**src/rtl/xte_pkg.sv**
```systemverilog
package xte_pkg;
  localparam int THR_W = 24;
  localparam int SH_W  = 4;

  typedef enum logic [1:0] {ST_FEAT, ST_ACC, ST_THR} xte_state_e;

  // byte: [7] direction, [6] negative, [5:0] magnitude
  function automatic logic signed [THR_W-1:0] thr_decode(input logic [7:0] b,
                                                         input logic [SH_W-1:0] sh);
    logic signed [THR_W-1:0] v;
    v = signed'({{(THR_W-6){1'b0}}, b[5:0]});
    if (b[6]) v = -v;
    return v <<< sh;
  endfunction
endpackage

```
**src/rtl/xte_fifo.sv**
```systemverilog
module xte_fifo #(
  parameter int W     = 8,
  parameter int DEPTH = 2
) (
  input  logic         clk_i,
  input  logic         rst_ni,
  input  logic         in_valid_i,
  output logic         in_ready_o,
  input  logic [W-1:0] in_data_i,
  output logic         out_valid_o,
  input  logic         out_ready_i,
  output logic [W-1:0] out_data_o
);
  localparam int AW = (DEPTH > 1) ? $clog2(DEPTH) : 1;
  localparam int CW = $clog2(DEPTH + 1);

  logic [W-1:0]  mem_q [DEPTH];
  logic [AW-1:0] wp_q, rp_q;
  logic [CW-1:0] cnt_q;
  logic          push, pop;

  assign in_ready_o  = (cnt_q != CW'(DEPTH));
  assign out_valid_o = (cnt_q != '0);
  assign out_data_o  = mem_q[rp_q];
  assign push        = in_valid_i && in_ready_o;
  assign pop         = out_valid_o && out_ready_i;

  function automatic logic [AW-1:0] ptr_next(input logic [AW-1:0] p);
    return (p == AW'(DEPTH - 1)) ? '0 : p + 1'b1;
  endfunction

  always_ff @(posedge clk_i or negedge rst_ni) begin
    if (!rst_ni) begin
      wp_q  <= '0;
      rp_q  <= '0;
      cnt_q <= '0;
      for (int i = 0; i < DEPTH; i++) mem_q[i] <= '0;
    end else begin
      if (push) begin
        mem_q[wp_q] <= in_data_i;
        wp_q        <= ptr_next(wp_q);
      end
      if (pop) rp_q <= ptr_next(rp_q);
      case ({push, pop})
        2'b10:   cnt_q <= cnt_q + 1'b1;
        2'b01:   cnt_q <= cnt_q - 1'b1;
        default: cnt_q <= cnt_q;
      endcase
    end
  end
endmodule

```
**src/rtl/xte_popcount.sv**
```systemverilog
module xte_popcount #(
  parameter int TP    = 32,
  parameter int CNT_W = $clog2(TP + 1)
) (
  input  logic [TP-1:0]    bits_i,
  output logic [CNT_W-1:0] cnt_o
);
  localparam int LVL = (TP > 1) ? $clog2(TP) : 0;
  localparam int P   = 1 << LVL;

  // heap-ordered adder tree: node n sums nodes 2n+1 and 2n+2
  logic [CNT_W-1:0] node [2*P-1];

  always_comb begin
    for (int g = 0; g < P; g++)
      node[P-1+g] = (g < TP) ? CNT_W'(bits_i[g]) : '0;
    for (int n = P - 2; n >= 0; n--)
      node[n] = node[2*n+1] + node[2*n+2];
  end

  assign cnt_o = node[0];
endmodule

```
**src/rtl/xte_acc_bank.sv**
```systemverilog
module xte_acc_bank #(
  parameter int TP    = 32,
  parameter int ACC_W = 16,
  parameter int CNT_W = $clog2(TP + 1),
  parameter int IDX_W = (TP > 1) ? $clog2(TP) : 1
) (
  input  logic                clk_i,
  input  logic                rst_ni,
  input  logic                clr_i,
  input  logic                add_i,
  input  logic [IDX_W-1:0]    idx_i,
  input  logic [CNT_W-1:0]    cnt_i,
  output logic [TP*ACC_W-1:0] acc_o
);
  logic [ACC_W-1:0] acc_q [TP];

  for (genvar g = 0; g < TP; g++) begin : g_lane
    logic [ACC_W:0] sum;
    assign sum = {1'b0, acc_q[g]} + (ACC_W+1)'(cnt_i);

    always_ff @(posedge clk_i or negedge rst_ni) begin
      if (!rst_ni)                          acc_q[g] <= '0;
      else if (clr_i)                       acc_q[g] <= '0;
      else if (add_i && idx_i == IDX_W'(g)) acc_q[g] <= sum[ACC_W] ? '1 : sum[ACC_W-1:0];
    end

    assign acc_o[g*ACC_W +: ACC_W] = acc_q[g];
  end
endmodule

```
**src/rtl/xte_thresh.sv**
```systemverilog
module xte_thresh
  import xte_pkg::*;
#(
  parameter int TP    = 32,
  parameter int ACC_W = 16
) (
  input  logic [TP*ACC_W-1:0] acc_i,
  input  logic [8*TP-1:0]     thr_i,
  input  logic [SH_W-1:0]     shift_i,
  output logic [TP-1:0]       bits_o
);
  for (genvar g = 0; g < TP; g++) begin : g_cmp
    logic [7:0]              tb;
    logic signed [THR_W-1:0] tv, av;
    logic                    ge;
    assign tb        = thr_i[8*g +: 8];
    assign tv        = thr_decode(tb, shift_i);
    assign av        = signed'(THR_W'(acc_i[g*ACC_W +: ACC_W]));
    assign ge        = (av >= tv);
    assign bits_o[g] = tb[7] ? !ge : ge;
  end
endmodule

```
**src/rtl/xnor_tile_engine.sv**
```systemverilog
module xnor_tile_engine
  import xte_pkg::*;
#(
  parameter int TP          = 32,
  parameter int ACC_W       = 16,
  parameter int WGT_DEPTH   = 4,
  parameter int DEC_DEPTH   = 2,
  localparam int AC_W       = $clog2(TP + 1)
) (
  input  logic              clk_i,
  input  logic              rst_ni,
  input  logic [AC_W-1:0]   cfg_active_i,
  input  logic [SH_W-1:0]   cfg_shift_i,
  input  logic              cfg_keep_i,
  input  logic              feat_valid_i,
  output logic              feat_ready_o,
  input  logic [TP-1:0]     feat_data_i,
  input  logic              wgt_valid_i,
  output logic              wgt_ready_o,
  input  logic [TP-1:0]     wgt_data_i,
  input  logic              thr_valid_i,
  output logic              thr_ready_o,
  input  logic [8*TP-1:0]   thr_data_i,
  output logic              out_valid_o,
  input  logic              out_ready_i,
  output logic [TP-1:0]     out_data_o
);
  localparam int IDX_W = (TP > 1) ? $clog2(TP) : 1;
  localparam int CNT_W = AC_W;

  xte_state_e         state_q;
  logic [IDX_W-1:0]   idx_q;
  logic [TP-1:0]      feat_q;

  logic               f_vld, f_rdy;
  logic [TP-1:0]      f_data;
  logic               w_vld, w_rdy;
  logic [TP-1:0]      w_data;
  logic               t_vld, t_rdy;
  logic [8*TP-1:0]    t_data;
  logic               o_vld, o_rdy;
  logic [TP-1:0]      o_data;

  logic [TP-1:0]      lane_mask, masked;
  logic [CNT_W-1:0]   pop_cnt;
  logic [TP*ACC_W-1:0] acc_flat;
  logic               w_pop, acc_clr, last_w;

  xte_fifo #(.W(TP), .DEPTH(DEC_DEPTH)) u_feat_fifo (
    .clk_i, .rst_ni,
    .in_valid_i(feat_valid_i), .in_ready_o(feat_ready_o), .in_data_i(feat_data_i),
    .out_valid_o(f_vld), .out_ready_i(f_rdy), .out_data_o(f_data)
  );

  xte_fifo #(.W(TP), .DEPTH(WGT_DEPTH)) u_wgt_fifo (
    .clk_i, .rst_ni,
    .in_valid_i(wgt_valid_i), .in_ready_o(wgt_ready_o), .in_data_i(wgt_data_i),
    .out_valid_o(w_vld), .out_ready_i(w_rdy), .out_data_o(w_data)
  );

  xte_fifo #(.W(8*TP), .DEPTH(DEC_DEPTH)) u_thr_fifo (
    .clk_i, .rst_ni,
    .in_valid_i(thr_valid_i), .in_ready_o(thr_ready_o), .in_data_i(thr_data_i),
    .out_valid_o(t_vld), .out_ready_i(t_rdy), .out_data_o(t_data)
  );

  xte_fifo #(.W(TP), .DEPTH(DEC_DEPTH)) u_out_fifo (
    .clk_i, .rst_ni,
    .in_valid_i(o_vld), .in_ready_o(o_rdy), .in_data_i(o_data),
    .out_valid_o(out_valid_o), .out_ready_i(out_ready_i), .out_data_o(out_data_o)
  );

  always_comb begin
    for (int i = 0; i < TP; i++)
      lane_mask[i] = (i < int'(cfg_active_i));
  end

  assign masked  = ~(w_data ^ feat_q) & lane_mask;
  assign f_rdy   = (state_q == ST_FEAT);
  assign w_rdy   = (state_q == ST_ACC);
  assign w_pop   = w_rdy && w_vld;
  assign last_w  = (idx_q == IDX_W'(TP - 1));
  assign o_vld   = (state_q == ST_THR) && t_vld;
  assign t_rdy   = (state_q == ST_THR) && o_rdy;
  assign acc_clr = t_vld && t_rdy;

  xte_popcount #(.TP(TP), .CNT_W(CNT_W)) u_popcount (
    .bits_i(masked), .cnt_o(pop_cnt)
  );

  xte_acc_bank #(.TP(TP), .ACC_W(ACC_W), .CNT_W(CNT_W), .IDX_W(IDX_W)) u_acc_bank (
    .clk_i, .rst_ni,
    .clr_i(acc_clr), .add_i(w_pop), .idx_i(idx_q), .cnt_i(pop_cnt), .acc_o(acc_flat)
  );

  xte_thresh #(.TP(TP), .ACC_W(ACC_W)) u_thresh (
    .acc_i(acc_flat), .thr_i(t_data), .shift_i(cfg_shift_i), .bits_o(o_data)
  );

  always_ff @(posedge clk_i or negedge rst_ni) begin
    if (!rst_ni) begin
      state_q <= ST_FEAT;
      idx_q   <= '0;
      feat_q  <= '0;
    end else begin
      unique case (state_q)
        ST_FEAT: if (f_vld) begin
          feat_q  <= f_data;
          idx_q   <= '0;
          state_q <= ST_ACC;
        end
        ST_ACC: if (w_vld) begin
          idx_q <= idx_q + 1'b1;
          if (last_w) state_q <= cfg_keep_i ? ST_FEAT : ST_THR;
        end
        ST_THR: if (acc_clr) state_q <= ST_FEAT;
        default: state_q <= ST_FEAT;
      endcase
    end
  end
endmodule

```
**config.mk**
```make
export PLATFORM = sky130hd
export DESIGN_NAME = xnor_tile_engine
export DESIGN_NICKNAME = d
export VERILOG_FILES = /design/src/rtl/xte_pkg.sv /design/src/rtl/xte_fifo.sv /design/src/rtl/xte_popcount.sv /design/src/rtl/xte_acc_bank.sv /design/src/rtl/xte_thresh.sv /design/src/rtl/xnor_tile_engine.sv
export SDC_FILE = /design/constraint.sdc
export NUM_CORES = 2
export LEC_CHECK = 0
export ABC_CLOCK_PERIOD_IN_PS = 24900
export BUFFER_PORTS_ARGS = -buffer_cell sky130_fd_sc_hd__buf_4
export CORE_ASPECT_RATIO = 1.1
export CORE_MARGIN = 4
export CORE_UTILIZATION = 25
export DETAILED_ROUTE_END_ITERATION = 16
export GPL_ROUTABILITY_DRIVEN = 0
export PLACE_DENSITY = 0.48
export SLEW_MARGIN = 20
export SYNTH_ARGS = -nofsm -noshare
export SYNTH_HDL_FRONTEND = slang
export SYNTH_SLANG_ARGS = --single-unit
```
**constraint.sdc**
```tcl
create_clock -name clk_i -period 24.9 [get_ports clk_i]
set_input_delay 1.245 -clock clk_i [delete_from_list [all_inputs] [get_ports clk_i]]
set_output_delay 1.245 -clock clk_i [all_outputs]
set_load 0.01 [all_outputs]
```
After elaboration in Yosys (flattened, before gate mapping) --
Cells that the tools add are included.
Storage, ports and cells: bits in registers 1338, output and inout bits 36, word-level logic and storage cells 668
Cells by class: add/subtract/negate cells 112, $lt $le $gt $ge 76, equal/unequal tests 51, shift-type cells 32, mux-type cells 205, bitwise gates (word level) 11, reduce and logical (&&, ||, !) cells 124
Operators with widths (number):
- 2-to-1 mux 16 bit | 96
- 2-to-1 mux 256 bit | 4
- greater-or-equal comparator 17 x 24 -> 1 bit | 32
- 2-to-1 mux 24 bit | 32
- negation 6 -> 24 bit | 32
- <<< shifter 24 x 4 -> 24 bit | 32
- adder 16 x 6 -> 17 bit | 32
- bitwise mux 512 bit | 1
- 2-to-1 mux 32 bit | 11
- demux 256 bit (select 1 bit) | 1
- bitwise mux 128 bit | 1
- bitwise mux 64 bit | 2
- < comparator 5 x 6 -> 1 bit, first input constant | 16
- adder 6 bit | 15
- == test 5 bit, second input constant | 16
- nonzero test 2 bit | 40
- binary-select mux 32 bit (select 2 bit) | 1
- demux 32 bit (select 1 bit) | 2
- demux 32 bit (select 2 bit) | 1
- < comparator 4 x 6 -> 1 bit, first input constant | 8
- logical AND 1 bit | 46
- == test 5 x 4 -> 1 bit, second input constant | 8
- 2-to-1 mux 1 bit | 38
- adder 1 x 1 -> 2 bit | 16
- other kinds (39) | 128

Depth between registers and ports, before layout --
word-level depth 16, mapped depth 32

Cells and area by module --
A second synthesis with hierarchy kept.
Second synthesis, totals: cells, all modules 11599, area, all modules 110491.0 um2
By module, submodules not included:
- xte_thresh | instances 1, cells an instance 5570, area each 36702.7 um2
- xte_acc_bank | instances 1, cells an instance 3630, area each 33071.7 um2
- xte_fifo (u_thr_fifo) | instances 1, cells an instance 1384, area each 24507.3 um2
- xte_fifo (u_wgt_fifo) | instances 1, cells an instance 352, area each 6600.1 um2
- xte_fifo (u_feat_fifo ...) | instances 2, cells an instance 189, area each 3279.4 um2
- xnor_tile_engine | instances 1, cells an instance 212, area each 2292.2 um2
- xte_popcount | instances 1, cells an instance 73, area each 758.2 um2

Worst setup path before layout --
Ideal clock, no wire load.
path kind input port to flip-flop, start point in cfg_active_i[5], end point reg u_acc_bank.acc_q, in the netlist u_acc_bank.acc_o[313], setup time 94 ps, data arrival time 9178 ps, required time 24806 ps, slack 15628 ps, stages 28, path through clkbuf_1 nand2b_1 nor3_1 nor2_1 o21ai_0 nor2_1 ha_1 fa_1 inv_1 fa_1 inv_1 fa_1 fa_1 inv_1 fa_1 inv_1 ha_1 fa_1 a21o_1 a21oi_1 o21bai_1 a21oi_1 or3_1 or2_2 clkbuf_1 a21oi_1 nor2_1 a211oi_1
Between the ends: word-level cells in the longest chain between the ends 11
RTL lines:
- from (decl) | RTL line xnor_tile_engine.sv:12 | input logic [AC_W-1:0] cfg_active_i,
- < comparator 1 x 6 -> 1 bit (tied with other cells) | RTL line xnor_tile_engine.sv:75 | lane_mask[i] = (i < int'(cfg_active_i));
- AND 32 bit (*) | RTL line xnor_tile_engine.sv:78 | assign masked = ~(w_data ^ feat_q) & lane_mask;
- adder 1 x 1 -> 2 bit | RTL line xte_popcount.sv:18 | node[n] = node[2*n+1] + node[2*n+2];
- adder 6 bit (3 in series) | RTL line xte_popcount.sv:18
- adder 6 bit (*) | RTL line xte_popcount.sv:18
- adder 16 x 6 -> 17 bit (*) | RTL line xte_acc_bank.sv:19 | assign sum = {1'b0, acc_q[g]} + (ACC_W+1)'(cnt_i);
- 2-to-1 mux 16 bit (*) (2 in series) | RTL line xte_acc_bank.sv:24 | else if (add_i && idx_i == IDX_W'(g)) acc_q[g] <= sum[ACC_W] ? '1 : sum[ACC_W-1:0];
- 2-to-1 mux 16 bit (*) | RTL line xte_acc_bank.sv:23 | else if (clr_i) acc_q[g] <= '0;
- to (signal, indexed assignment) | RTL line xte_acc_bank.sv:24
- to (decl) | RTL line xte_acc_bank.sv:15 | logic [ACC_W-1:0] acc_q [TP];
Every way passes the cells marked *; elsewhere a longest branch is shown, timed or not. The select of a mux whose other input is x is not followed. A chain may end at the register's enable or synchronous reset.

Worst setup path in the final report --
start point reg u_wgt_fifo.rp_q[0], end point reg u_acc_bank.acc_q, in the netlist u_acc_bank.acc_o[379]
Between the ends: word-level cells in the longest chain between the ends 16
RTL lines:
- from (decl) | RTL line xte_fifo.sv:18 | logic [AW-1:0] wp_q, rp_q;
- from (signal assigned) | RTL line xte_fifo.sv:43 | if (pop) rp_q <= ptr_next(rp_q);
- NOT 2 -> 3 bit (not written as such) (*) | RTL line xte_fifo.sv:24 | assign out_data_o = mem_q[rp_q];
- binary-select mux 32 bit (select 2 bit) (*) | RTL line xte_fifo.sv:24
- 2-to-1 mux 32 bit (not written as such) (*) (2 in series) | RTL line xte_fifo.sv:24
- XOR 32 bit (*) | RTL line xnor_tile_engine.sv:78
- NOT 32 bit (*) | RTL line xnor_tile_engine.sv:78
- AND 32 bit (*) | RTL line xnor_tile_engine.sv:78
- adder 1 x 1 -> 2 bit | RTL line xte_popcount.sv:18
- adder 6 bit (3 in series) | RTL line xte_popcount.sv:18
- adder 6 bit (*) | RTL line xte_popcount.sv:18
- adder 16 x 6 -> 17 bit (*) | RTL line xte_acc_bank.sv:19
- 2-to-1 mux 16 bit (*) (2 in series) | RTL line xte_acc_bank.sv:24
- 2-to-1 mux 16 bit (*) | RTL line xte_acc_bank.sv:23
Marks and branches as above.

==> impl_metrics.yaml <==
synth:
  synth_nets: 12615
  netlist_top_cells_count: "dfrtp_1, a21oi_1, mux2_2"
  synth.most_common_cell: "dfrtp_1"
  ys_seq_elements: 1338
  syn_area_per_cell_um2: 9.13
  syn_inst: 11412
  ys.flop_type: "dfrtp_1"
  synth_top_area_share_pct: 32.2
  synth-edff-count: 0
  synth_area_um2: 104000
  ys_seq_area_share_pct: 32.2
  yosys_warnings: 0
  synth_area_leaders: "dfrtp_1, mux2_2, ha_1, a21oi_1, mux2i_1"
  postSynth.asyncResetShare_pct: 100
  synth_cell_types: 105
  synth_top_area_cell: "dfrtp_1"
clock_tree:
  cts_root_buf: "clkbuf_16"
  cts_tree: "yes"
  cts.sinks: 1338
  cts-resized-gates: 0
  cts_inserted_buffers: 157
  insertion_delay_ns: 0.89
  max-clock-path-buffers: 4
  hold_buffers: 0
  post-cts-setup-buffers: 0
  clkTransAtPathRegs_ns: 0.06
  cts_htree_levels: 4
place:
  portBuffers: 372
  hpwl_um: 280000
  place_area_um2: 113000
sta:
  worst_pin_slew_ns: 1.21
  slew_violations: 0
  max_freq_mhz: 106
  max-slew-margin-rel_pct: 18.8
  fin_skew_ns: 0.0962
  finalHoldViolCount: 0
  setup_tns_ns: 0
  setup_viol: 0
  grt_setup_unrepaired: "false"
  finalCritPeriodShare_pct: 37.9
  finalCriticalPeriod_ns: 9.44
floorplan:
  rows: 248
  die_w_um: 623
  die_y_um: 685
  core_area_um2: 415000
  io_pins: 373
  fp.dieArea_um2: 427000
  start_util_pct: 25.1
run_status:
  status: "completed"
routing:
  route.detailed.drc: 0
  viasPerCell: 5.27
  antenna_left: 0
  routed_wirelength_um: 390000
  drtPass1Iterations: 5
  routedWlPerCell_um: 22.8
  num_vias: 90158
  drt_iter0_markers: 6531
finish:
  stdcell_area_um2: 118000
  syn_to_final_growth_pct: 13.5
  nets: 12657
  fillers: 43789
  drive_above_1_share_pct: 17.3
  multiInputGateArea_um2: 67200
  seqCellArea_um2: 33500
worst_hold_path:
  hold_path_class: "in2async"
setup_path:
  critPathCaptureType: "register"
  cp-start-kind: "register"
  path_max_fanout: 35
  r2r.worst_path.cells: 27
  crit_type: "reg2reg"
  arrival_ns: 10.19
  cp.required_ns: 25.65
global_routing:
  grt_usage_pct: 17.6
  overflow: 0
  busiest_layer: "met2"
  grt_use_met3_pct: 3.54
  grtUsageMet1_pct: 22.7
  use_met2_pct: 29.8
  grt_pass1_vias: 88320
  grt_pass1_wl_um: 584000
  grt_max_degree: 154
  antenna_found_initial: 77
job:
  max-cap-violations: 0
==> layout make-up <==
cell class / instances / share of cell area [%]
multi-input cells: 9137 / 56.8
clock inverters: 71 / 0.845
flip-flops and latches: 1338 / 28.3
repair buffers: 536 / 3.53
well taps: 5500 / 5.82
clock buffers: 202 / 3.65
inverters: 284 / 0.931
diodes: 35 / 0.0741
==> path summary, 6_finish.rpt <==
path                                                       start                                end  slack, ns
worst max-delay path              u_wgt_fifo.rp_q[0]$_DFFE_PN0P_  u_acc_bank.acc_o[379]$_DFFE_PN0P_      15.46
worst min-delay path                                      rst_ni  u_thr_fifo.mem_q[276]$_DFFE_PN0P_       0.41
worst max register to register    u_wgt_fifo.rp_q[0]$_DFFE_PN0P_  u_acc_bank.acc_o[379]$_DFFE_PN0P_      15.46
worst min register to register  u_out_fifo.mem_q[24]$_DFFE_PN0P_   u_out_fifo.mem_q[24]$_DFFE_PN0P_       0.48
max in group asynchronous                                 rst_ni  u_thr_fifo.mem_q[119]$_DFFE_PN0P_      20.76
min in group clk_i              u_out_fifo.mem_q[24]$_DFFE_PN0P_   u_out_fifo.mem_q[24]$_DFFE_PN0P_       0.48
==> placed cells by master (no fill, tap or decap), types with 77 or more instances in the layout <==
cell	instances
dfrtp_1	1333
a21oi_1	1018
mux2_2	968
nor2_1	908
nand2_1	891
ha_1	805
o21ai_0	573
buf_4	523
mux2i_1	484
nor3_1	306
inv_1	278
a31oi_1	244
nand3_1	234
a211oi_1	219
xnor2_1	191
clkbuf_16	158
a21o_1	133
and3_1	122
o21bai_1	109
o211ai_1	107
nand4_1	92
o22ai_1	87
a22oi_1	83
nand2b_1	80
nor3b_1	80
xor2_1	79
o21a_1	77
==> cell families after synthesis <==
logic type | Yosys count | share of synthesized area, %
compound gates | 3279 | 20.2
simple gates | 3215 | 14.9
mux | 1505 | 16.1
flops | 1338 | 32.2
buf+inv | 937 | 3.57
fa+ha+maj | 866 | 10.8
xor+xnor | 272 | 2.29
==> critical path, cell delays in order, from the launching register on <==
cell and delay [ns]:
dfrtp_2 0.34, buf_4 0.56, mux4_2 0.65, xnor2_1 0.20
and2_1 0.17, ha_1 0.14, inv_1 0.05, fa_1 0.52
inv_1 0.06, fa_1 0.51, fa_1 0.52, fa_1 0.55
inv_1 0.06, fa_1 0.53, inv_1 0.07, ha_4 0.16
fa_4 1.08, buf_4 0.61, ha_1 0.27, a21o_1 0.12
a21oi_1 0.08, o21bai_1 0.16, a21oi_1 0.11, nor3b_1 0.40
nand4_1 0.62, nand2_1 0.34, nor2_1 0.09, a211oi_1 0.25
==> per-stage QoR <==
stage                     std cells  worst slack (ns)  utilization, %  hold WS, ns
after floorplan               11412             15.63               -        0.450
after global placement        16795             15.14            27.2        0.473
after detailed placement      16795             15.08            27.2        0.478
after CTS                     17068             15.37            28.5        0.370
after global routing          17074             14.92            28.5        0.436
final                         17103             15.46            28.5        0.410
==> flip-flops by register name (all words and copies together), names as in the netlist <==
register / count
u_acc_bank.acc_o: 512
u_thr_fifo.mem_q: 512
u_wgt_fifo.mem_q: 128
u_feat_fifo.mem_q: 64
u_out_fifo.mem_q: 64
feat_q: 32
idx_q: 5
u_wgt_fifo.cnt_q: 3
state_q: 2
u_feat_fifo.cnt_q: 2
u_out_fifo.cnt_q: 2
u_thr_fifo.cnt_q: 2
u_wgt_fifo.rp_q: 2
u_wgt_fifo.wp_q: 2
u_feat_fifo.rp_q: 1
u_feat_fifo.wp_q: 1
u_out_fifo.rp_q: 1
u_out_fifo.wp_q: 1
u_thr_fifo.rp_q: 1
u_thr_fifo.wp_q: 1
==> layer usage <==
metal / vias up / share of wire [%] / routed length [um]
met5: - / 0.084 / 329
met4: 50 / 2.7 / 10600
met3: 529 / 6.2 / 24000
met2: 2179 / 47 / 185000
met1: 44584 / 44 / 170000
li1: 42816 / - / -
Power is not shown: default switching activity piles up to over one toggle a cycle in this logic, so the estimate is an artifact.
